$ cat src/rtl/lsu_pkg.sv
package lsu_pkg;

  typedef enum logic [1:0] {
    SZ_BYTE = 2'd0,
    SZ_HALF = 2'd1,
    SZ_WORD = 2'd2,
    SZ_DBL  = 2'd3
  } lsu_size_e;

  typedef enum logic [1:0] {
    K_NONE  = 2'd0,
    K_LOAD  = 2'd1,
    K_STORE = 2'd2,
    K_ATOM  = 2'd3
  } lsu_kind_e;

  typedef struct packed {
    lsu_kind_e kind;
    lsu_size_e size;
    logic      sext;
    logic      set_ff;
  } lsu_op_t;

  typedef enum logic [1:0] {
    S_IDLE = 2'd0,
    S_LOAD = 2'd1,
    S_ATOM = 2'd2
  } lsu_state_e;

endpackage

$ cat src/rtl/lsu_decode.sv
module lsu_decode
  import lsu_pkg::*;
(
  input  logic [31:0] insn,
  output lsu_op_t     op
);

  function automatic lsu_op_t mk(lsu_kind_e k, lsu_size_e s, logic x, logic f);
    lsu_op_t r;
    r.kind   = k;
    r.size   = s;
    r.sext   = x;
    r.set_ff = f;
    return r;
  endfunction

  always_comb begin
    op = mk(K_NONE, SZ_BYTE, 1'b0, 1'b0);
    if (insn[31:30] == 2'b11) begin
      unique case (insn[24:19])
        6'd0:    op = mk(K_LOAD,  SZ_WORD, 1'b0, 1'b0);
        6'd1:    op = mk(K_LOAD,  SZ_BYTE, 1'b0, 1'b0);
        6'd2:    op = mk(K_LOAD,  SZ_HALF, 1'b0, 1'b0);
        6'd3:    op = mk(K_LOAD,  SZ_DBL,  1'b0, 1'b0);
        6'd4:    op = mk(K_STORE, SZ_WORD, 1'b0, 1'b0);
        6'd5:    op = mk(K_STORE, SZ_BYTE, 1'b0, 1'b0);
        6'd6:    op = mk(K_STORE, SZ_HALF, 1'b0, 1'b0);
        6'd7:    op = mk(K_STORE, SZ_DBL,  1'b0, 1'b0);
        6'd9:    op = mk(K_LOAD,  SZ_BYTE, 1'b1, 1'b0);
        6'd10:   op = mk(K_LOAD,  SZ_HALF, 1'b1, 1'b0);
        6'd13:   op = mk(K_ATOM,  SZ_BYTE, 1'b0, 1'b1);
        6'd15:   op = mk(K_ATOM,  SZ_WORD, 1'b0, 1'b0);
        default: op = mk(K_NONE,  SZ_BYTE, 1'b0, 1'b0);
      endcase
    end
  end

endmodule

$ cat src/rtl/lsu_agen.sv
module lsu_agen
  import lsu_pkg::*;
#(
  parameter int XLEN  = 32,
  parameter int IMM_W = 13
) (
  input  logic [XLEN-1:0]  rs1_val,
  input  logic [XLEN-1:0]  rs2_val,
  input  logic             imm_sel,
  input  logic [IMM_W-1:0] imm,
  input  lsu_size_e        size,
  input  logic             rd_lsb,
  output logic [XLEN-1:0]  ea,
  output logic             misalign
);

  logic [XLEN-1:0] operand_b;

  always_comb begin
    operand_b = imm_sel ? {{(XLEN-IMM_W){imm[IMM_W-1]}}, imm} : rs2_val;
    ea        = rs1_val + operand_b;
    unique case (size)
      SZ_HALF: misalign = ea[0];
      SZ_WORD: misalign = |ea[1:0];
      SZ_DBL:  misalign = (|ea[2:0]) | rd_lsb;
      default: misalign = 1'b0;
    endcase
  end

endmodule

$ cat src/rtl/lsu_store_lane.sv
module lsu_store_lane
  import lsu_pkg::*;
#(
  parameter int XLEN = 32
) (
  input  lsu_size_e                        size,
  input  logic [$clog2(2*XLEN/8)-1:0]      off,
  input  logic [XLEN-1:0]                  data_lo,
  input  logic [XLEN-1:0]                  data_hi,
  output logic [2*XLEN/8-1:0]              be,
  output logic [2*XLEN-1:0]                wdata
);

  localparam int MEM_W = 2 * XLEN;
  localparam int NB    = MEM_W / 8;
  localparam int OFF_W = $clog2(NB);

  logic [OFF_W:0]   nbytes;
  logic [OFF_W:0]   lane;
  logic [NB-1:0]    mask;
  logic [XLEN-1:0]  src;

  always_comb begin
    unique case (size)
      SZ_BYTE: begin nbytes = (OFF_W+1)'(1);      src = {{(XLEN-8){1'b0}}, data_lo[7:0]};   end
      SZ_HALF: begin nbytes = (OFF_W+1)'(2);      src = {{(XLEN-16){1'b0}}, data_lo[15:0]}; end
      SZ_WORD: begin nbytes = (OFF_W+1)'(NB/2);   src = data_lo;                            end
      default: begin nbytes = (OFF_W+1)'(NB);     src = data_lo;                            end
    endcase
    lane = (OFF_W+1)'(NB) - nbytes - {1'b0, off};
    for (int i = 0; i < NB; i++) begin
      mask[i] = (i < int'(nbytes));
    end
    be = mask << lane;
    if (size == SZ_DBL) wdata = {data_lo, data_hi};
    else                wdata = MEM_W'(src) << {lane, 3'b000};
  end

endmodule

$ cat src/rtl/lsu_load_extract.sv
module lsu_load_extract
  import lsu_pkg::*;
#(
  parameter int XLEN = 32
) (
  input  lsu_size_e                    size,
  input  logic                         sext,
  input  logic [$clog2(2*XLEN/8)-1:0]  off,
  input  logic [2*XLEN-1:0]            rdata,
  output logic [XLEN-1:0]              res_lo,
  output logic [XLEN-1:0]              res_hi
);

  localparam int MEM_W = 2 * XLEN;
  localparam int NB    = MEM_W / 8;
  localparam int OFF_W = $clog2(NB);

  logic [OFF_W:0]   nbytes;
  logic [OFF_W:0]   lane;
  logic [MEM_W-1:0] shifted;

  always_comb begin
    unique case (size)
      SZ_BYTE: nbytes = (OFF_W+1)'(1);
      SZ_HALF: nbytes = (OFF_W+1)'(2);
      SZ_WORD: nbytes = (OFF_W+1)'(NB/2);
      default: nbytes = (OFF_W+1)'(NB);
    endcase
    lane    = (OFF_W+1)'(NB) - nbytes - {1'b0, off};
    shifted = rdata >> {lane, 3'b000};
    res_hi  = '0;
    unique case (size)
      SZ_BYTE: res_lo = {{(XLEN-8){sext & shifted[7]}}, shifted[7:0]};
      SZ_HALF: res_lo = {{(XLEN-16){sext & shifted[15]}}, shifted[15:0]};
      SZ_WORD: res_lo = shifted[XLEN-1:0];
      default: begin
        res_lo = rdata[MEM_W-1:XLEN];
        res_hi = rdata[XLEN-1:0];
      end
    endcase
  end

endmodule

$ cat src/rtl/lsu_align_unit.sv
module lsu_align_unit
  import lsu_pkg::*;
#(
  parameter int XLEN  = 32,
  parameter int IMM_W = 13,
  parameter int REG_W = 5
) (
  input  logic                 clk,
  input  logic                 rst_n,
  input  logic                 req_valid,
  input  logic [31:0]          insn,
  input  logic [XLEN-1:0]      rs1_val,
  input  logic [XLEN-1:0]      rs2_val,
  input  logic [XLEN-1:0]      rd_val,
  input  logic [XLEN-1:0]      rd_pair_val,
  output logic                 busy,
  output logic                 exc_misalign,
  output logic                 wb_valid,
  output logic [REG_W-1:0]     wb_rd,
  output logic [XLEN-1:0]      wb_data,
  output logic [XLEN-1:0]      wb_data_hi,
  output logic                 wb_pair,
  output logic                 mem_req,
  output logic                 mem_we,
  output logic                 mem_lock,
  output logic [XLEN-1:0]      mem_addr,
  output logic [2*XLEN/8-1:0]  mem_be,
  output logic [2*XLEN-1:0]    mem_wdata,
  input  logic [2*XLEN-1:0]    mem_rdata
);

  localparam int MEM_W = 2 * XLEN;
  localparam int NB    = MEM_W / 8;
  localparam int OFF_W = $clog2(NB);

  // reset: asserted asynchronously, released on a clock edge
  logic [1:0] rst_sync_q;
  logic       rst_int_n;

  always_ff @(posedge clk or negedge rst_n) begin
    if (!rst_n) rst_sync_q <= 2'b00;
    else        rst_sync_q <= {rst_sync_q[0], 1'b1};
  end
  assign rst_int_n = rst_sync_q[1];

  lsu_op_t          dec_op;
  logic [XLEN-1:0]  ea;
  logic             misal;
  logic             unused_rs1_idx;

  assign unused_rs1_idx = ^insn[18:14];

  lsu_decode u_dec (
    .insn (insn),
    .op   (dec_op)
  );

  lsu_agen #(.XLEN(XLEN), .IMM_W(IMM_W)) u_agen (
    .rs1_val  (rs1_val),
    .rs2_val  (rs2_val),
    .imm_sel  (insn[13]),
    .imm      (insn[IMM_W-1:0]),
    .size     (dec_op.size),
    .rd_lsb   (insn[25]),
    .ea       (ea),
    .misalign (misal)
  );

  lsu_state_e       state_q, state_d;
  lsu_op_t          op_q;
  logic [OFF_W-1:0] off_q;
  logic [XLEN-1:0]  addr_q;
  logic [REG_W-1:0] rd_q;
  logic [XLEN-1:0]  data_q;

  logic accept, go, in_atom;
  logic [XLEN-1:0] aligned_ea;

  assign in_atom    = (state_q == S_ATOM);
  assign accept     = (state_q == S_IDLE) && req_valid && (dec_op.kind != K_NONE);
  assign go         = accept && !misal;
  assign aligned_ea = {ea[XLEN-1:OFF_W], {OFF_W{1'b0}}};

  // next state
  always_comb begin
    state_d = state_q;
    unique case (state_q)
      S_IDLE: begin
        if (go && dec_op.kind == K_LOAD) state_d = S_LOAD;
        else if (go && dec_op.kind == K_ATOM) state_d = S_ATOM;
      end
      default: state_d = S_IDLE;
    endcase
  end

  always_ff @(posedge clk or negedge rst_int_n) begin
    if (!rst_int_n) state_q <= S_IDLE;
    else            state_q <= state_d;
  end

  // operation context captured on acceptance
  always_ff @(posedge clk) begin
    if (go) begin
      op_q   <= dec_op;
      off_q  <= ea[OFF_W-1:0];
      addr_q <= aligned_ea;
      rd_q   <= insn[29:25];
      data_q <= rd_val;
    end
  end

  // shared lane placement for stores and the atomic write beat
  lsu_size_e        st_size;
  logic [OFF_W-1:0] st_off;
  logic [XLEN-1:0]  st_lo;

  always_comb begin
    if (in_atom) begin
      st_size = op_q.size;
      st_off  = off_q;
      st_lo   = op_q.set_ff ? {{(XLEN-8){1'b0}}, 8'hFF} : data_q;
    end else begin
      st_size = dec_op.size;
      st_off  = ea[OFF_W-1:0];
      st_lo   = rd_val;
    end
  end

  lsu_store_lane #(.XLEN(XLEN)) u_st (
    .size    (st_size),
    .off     (st_off),
    .data_lo (st_lo),
    .data_hi (rd_pair_val),
    .be      (mem_be),
    .wdata   (mem_wdata)
  );

  lsu_load_extract #(.XLEN(XLEN)) u_ld (
    .size   (op_q.size),
    .sext   (op_q.sext),
    .off    (off_q),
    .rdata  (mem_rdata),
    .res_lo (wb_data),
    .res_hi (wb_data_hi)
  );

  // port outputs
  assign exc_misalign = accept && misal;
  assign mem_req      = go || in_atom;
  assign mem_we       = in_atom || (go && dec_op.kind == K_STORE);
  assign mem_lock     = in_atom || (go && dec_op.kind == K_ATOM);
  assign mem_addr     = in_atom ? addr_q : aligned_ea;
  assign busy         = (state_q != S_IDLE);
  assign wb_valid     = (state_q == S_LOAD) || in_atom;
  assign wb_pair      = (state_q == S_LOAD) && (op_q.size == SZ_DBL);
  assign wb_rd        = rd_q;

endmodule

$ cat config.mk
export PLATFORM = sky130hd
export DESIGN_NAME = lsu_align_unit
export DESIGN_NICKNAME = d
export VERILOG_FILES = /design/src/rtl/lsu_pkg.sv /design/src/rtl/lsu_decode.sv /design/src/rtl/lsu_agen.sv /design/src/rtl/lsu_store_lane.sv /design/src/rtl/lsu_load_extract.sv /design/src/rtl/lsu_align_unit.sv
export SDC_FILE = /design/constraint.sdc
export NUM_CORES = 1
export LEC_CHECK = 0
export ABC_AREA = 1
export BUFFER_PORTS_ARGS = -buffer_cell sky130_fd_sc_hd__buf_2
export CORE_MARGIN = 2
export CORE_UTILIZATION = 40
export DETAILED_ROUTE_END_ITERATION = 16
export MAX_ROUTING_LAYER = met4
export PLACE_DENSITY = 0.68
export SLEW_MARGIN = 20
export SYNTH_ARGS = -nofsm -noshare
export SYNTH_HDL_FRONTEND = slang
export SYNTH_SLANG_ARGS = --single-unit
$ cat constraint.sdc
create_clock -name clk -period 13.85 [get_ports clk]
set_input_delay 2.77 -clock clk [delete_from_list [all_inputs] [get_ports clk]]
set_output_delay 2.77 -clock clk [all_outputs]
set_load 0.02 [all_outputs]
==> flow_metrics.tcl <==
set metrics [dict create \
    status "complete, no violations" \
    drt_iter0_markers 1016 \
    yosys.area.top_type_share 0.210 \
    overflow 0 \
    drt_first_pass_iters 6 \
    cp_data_arrival_time_ns 7.42 \
    cts_setup_buffers 0 \
    place.gp.congestion 0.931 \
    place_hpwl_mm 29.0 \
    relSlewSlack 0.285 \
    synth_seq_cells 77 \
    synth_top_cells_by_count "nand2_1, inv_1, o21ai_0" \
    cts_root_buffer "clkbuf_16" \
    min_path_type "flop to async pin" \
    core_sq_um 25800 \
    cts_made_buffers 9 \
    synth_top_area_cell "edfxtp_1" \
    async_flop_share 0.0519 \
    drive_gt1_frac 0.254 \
    rows 59 \
    grt_antenna_before_repair 6 \
    start_util 0.404 \
    via_per_inst 5.25 \
    end_kind "primary output" \
    synth_cell_types 57 \
    tritoncts "yes" \
    yosysMostFrequentCell "nand2_1" \
    multi_input_area_sq_um 6870 \
    antenna_left 0 \
    io_pins 407 \
    synth_ff_type "edfxtp_1" \
    power.density_nw_per_um2 84.1 \
    tightest_slew_ns 1.07 \
    seq_area_sq_um 2290 \
    critPathKind "input pin to primary output" \
    post_drt_wl_per_cell_um 16.0 \
    cts_hold_buf 0 \
    drv_slew 0 \
    numClockSinks 77 \
    required_ns 11.08 \
    hold_ws_ns 0.0332 \
    fin_crit_ns 10.19 \
    grt_pass1_wl_mm 57.7 \
    insertion_delay_ns 0.35 \
    cts_max_path_buffers 2 \
    first_global_vias 11000 \
    syn-cell-area_sq_um 10400 \
    clkSlewWorstSetupHoldPaths_ns 0.06 \
    grt_max_degree 90 \
    rsz0062_at_grt "false" \
    clock_skew_ns 0.0100 \
    hold_viol_final 0 \
    setup-violations-final 0 \
    yosysWarnings 0 \
    track_usage 0.275 \
    post-route-period-util 0.735 \
    power_leakage_nw 6.79 \
    synth_edf_count 73 \
    fill_cells 2776 \
    irDropWorstVdd_mv 0.0523 \
    worstPathMaxFanout 34 \
    synth.avg_cell_area_sq_um 6.14 \
    tns_ns 0 \
    vias 12500 \
    drc_errors 0 \
    die_height_um 166 \
    crit_path_start_kind "input pin" \
    seq_area_frac_synth 0.220 \
    netlist_instances 1699 \
    synth.area.top_cells "edfxtp_1, nand2_1, inv_1" \
    fp.dieArea_sq_um 27400 \
    wl_mm 38.1 \
    postCtsResizedCells 0 \
    nNetsFinal 2306 \
    die_x_um 166 \
    timing.fmax_ghz 0.0982 \
    areaGrowthSynthToFinish_pct 22.2 \
    htree_levels 3 \
    port_buffers 398 \
    drv_cap 0 \
]
where the power goes:
group / internal, mW / leakage, nW / switching [mW]
registers: 0.264 / 0.719 / 0.00147
logic: 0.183 / 5.93 / 0.396
clock network: 0.123 / 0.135 / 0.104
total: 0.570 / 6.79 / 0.501
stage by stage:
| step | area, sq um | power [mW] | instances | worst slack (ns) | util |
|---|---|---|---|---|---|
| 6_report | 12700 | 1.07 | 2377 | 3.66 | 0.493 |
| 5_1_grt | 12700 | 1.15 | 2377 | 3.38 | 0.493 |
| 4_1_cts | 12700 | 1.08 | 2371 | 3.70 | 0.493 |
| 3_5_place_dp | 12500 | 0.846 | 2355 | 3.68 | 0.482 |
| 3_3_place_gp | 12500 | 0.841 | 2355 | 3.69 | 0.482 |
| 2_1_floorplan | 10400 | 0.666 | 1701 | 4.70 | - |
per-layer routing:
layer	up-vias	part of all wire	wire length (um)	track usage
met5	-	0	0	-
met4	0	0.027	1030	0.0980
met3	65	0.076	2880	0.0327
met2	575	0.46	17600	0.435
met1	5572	0.44	16600	0.362
li1	6269	-	-	-
layout by cell type, fill, tap and decap left out, types with 5 or more instances in the layout:
cell type    n
nand2_1    569
buf_2      398
inv_1      203
o21ai_0    150
nand3_1    124
nor2_1     120
edfxtp_1    73
a21oi_1     55
ha_1        43
o22ai_1     37
o21ai_2     21
nand4_1     20
o211ai_1    15
and2_1      15
or2_2       13
xor2_1      13
o2111ai_1   12
mux2_2      11
nor3_1      11
nor2_4      10
buf_4       10
a211oi_1     9
nand3_2      9
clkbuf_16    9
inv_2        8
o32ai_1      7
diode_2      6
nand3b_1     6
nand2_2      5
final timing paths:
| kind | endpoint | slack (ns) | start | cells after the start |
|---|---|---|---|---|
| worst max-delay path | mem_wdata[58] | 3.66 | insn[13] | 17 |
| worst min-delay path | state_q[0]$_DFFE_PN0P_ | 0.03 | rst_sync_q[1]$_DFF_PN0_ | 0 |
| worst max register to register | state_q[1]$_DFFE_PN0P_ | 11.43 | state_q[0]$_DFFE_PN0P_ | 10 |
| worst min register to register | state_q[0]$_DFFE_PN0P_ | 0.03 | rst_sync_q[1]$_DFF_PN0_ | 0 |
| max in group asynchronous | rst_sync_q[0]$_DFF_PN0_ | 11.55 | rst_n | 1 |
| min in group clk | rst_sync_q[1]$_DFF_PN0_ | 0.35 | rst_sync_q[0]$_DFF_PN0_ | 0 |
registers in the layout, indices dropped and copies added, names as in the netlist:
| register | flops |
|---|---|
| data_q | 32 |
| addr_q | 29 |
| wb_rd | 5 |
| op_q | 4 |
| off_q | 3 |
| rst_sync_q | 2 |
| state_q | 2 |
area by class of cell:
class                      count  share of cell area
multi-input combinational   1320               0.539
timing repair buffer         408               0.162
tap                          335              0.0329
clock inverter                 6             0.00344
clock buffer                  10              0.0180
sequential                    77               0.180
inverter                     215              0.0636
antenna                        6             0.00118
cells by family (layout without fill, tap and decap cells):
| group | count (synthesis) | count (layout) | share of synthesized area |
|---|---|---|---|
| AO/OA/AOI/OAI | 325 | 325 | 0.188 |
| XOR/XNOR | 17 | 17 | 0.0143 |
| adder cells (fa/ha/maj) | 48 | 48 | 0.0597 |
| buffers and inverters | 304 | 639 | 0.123 |
| flip-flops | 77 | 77 | 0.220 |
| multiplexers | 11 | 11 | 0.0119 |
| other | 2 | 10 | 0.000720 |
| AND/OR/NAND/NOR | 915 | 915 | 0.383 |
critical path, stage by stage:
cell and delay (ns):
buf_2 0.44, mux2_2 0.41, ha_1 0.23, inv_1 0.09, fa_1 0.46, o21ai_0 0.36
ha_1 0.30, inv_1 0.06, ha_1 0.13, inv_1 0.04, fa_1 0.48, inv_2 0.35
nand2_2 0.41, inv_1 0.44, nand3_1 0.13, nand2_1 0.11, buf_2 0.17
(Power assumes the default switching activity.)
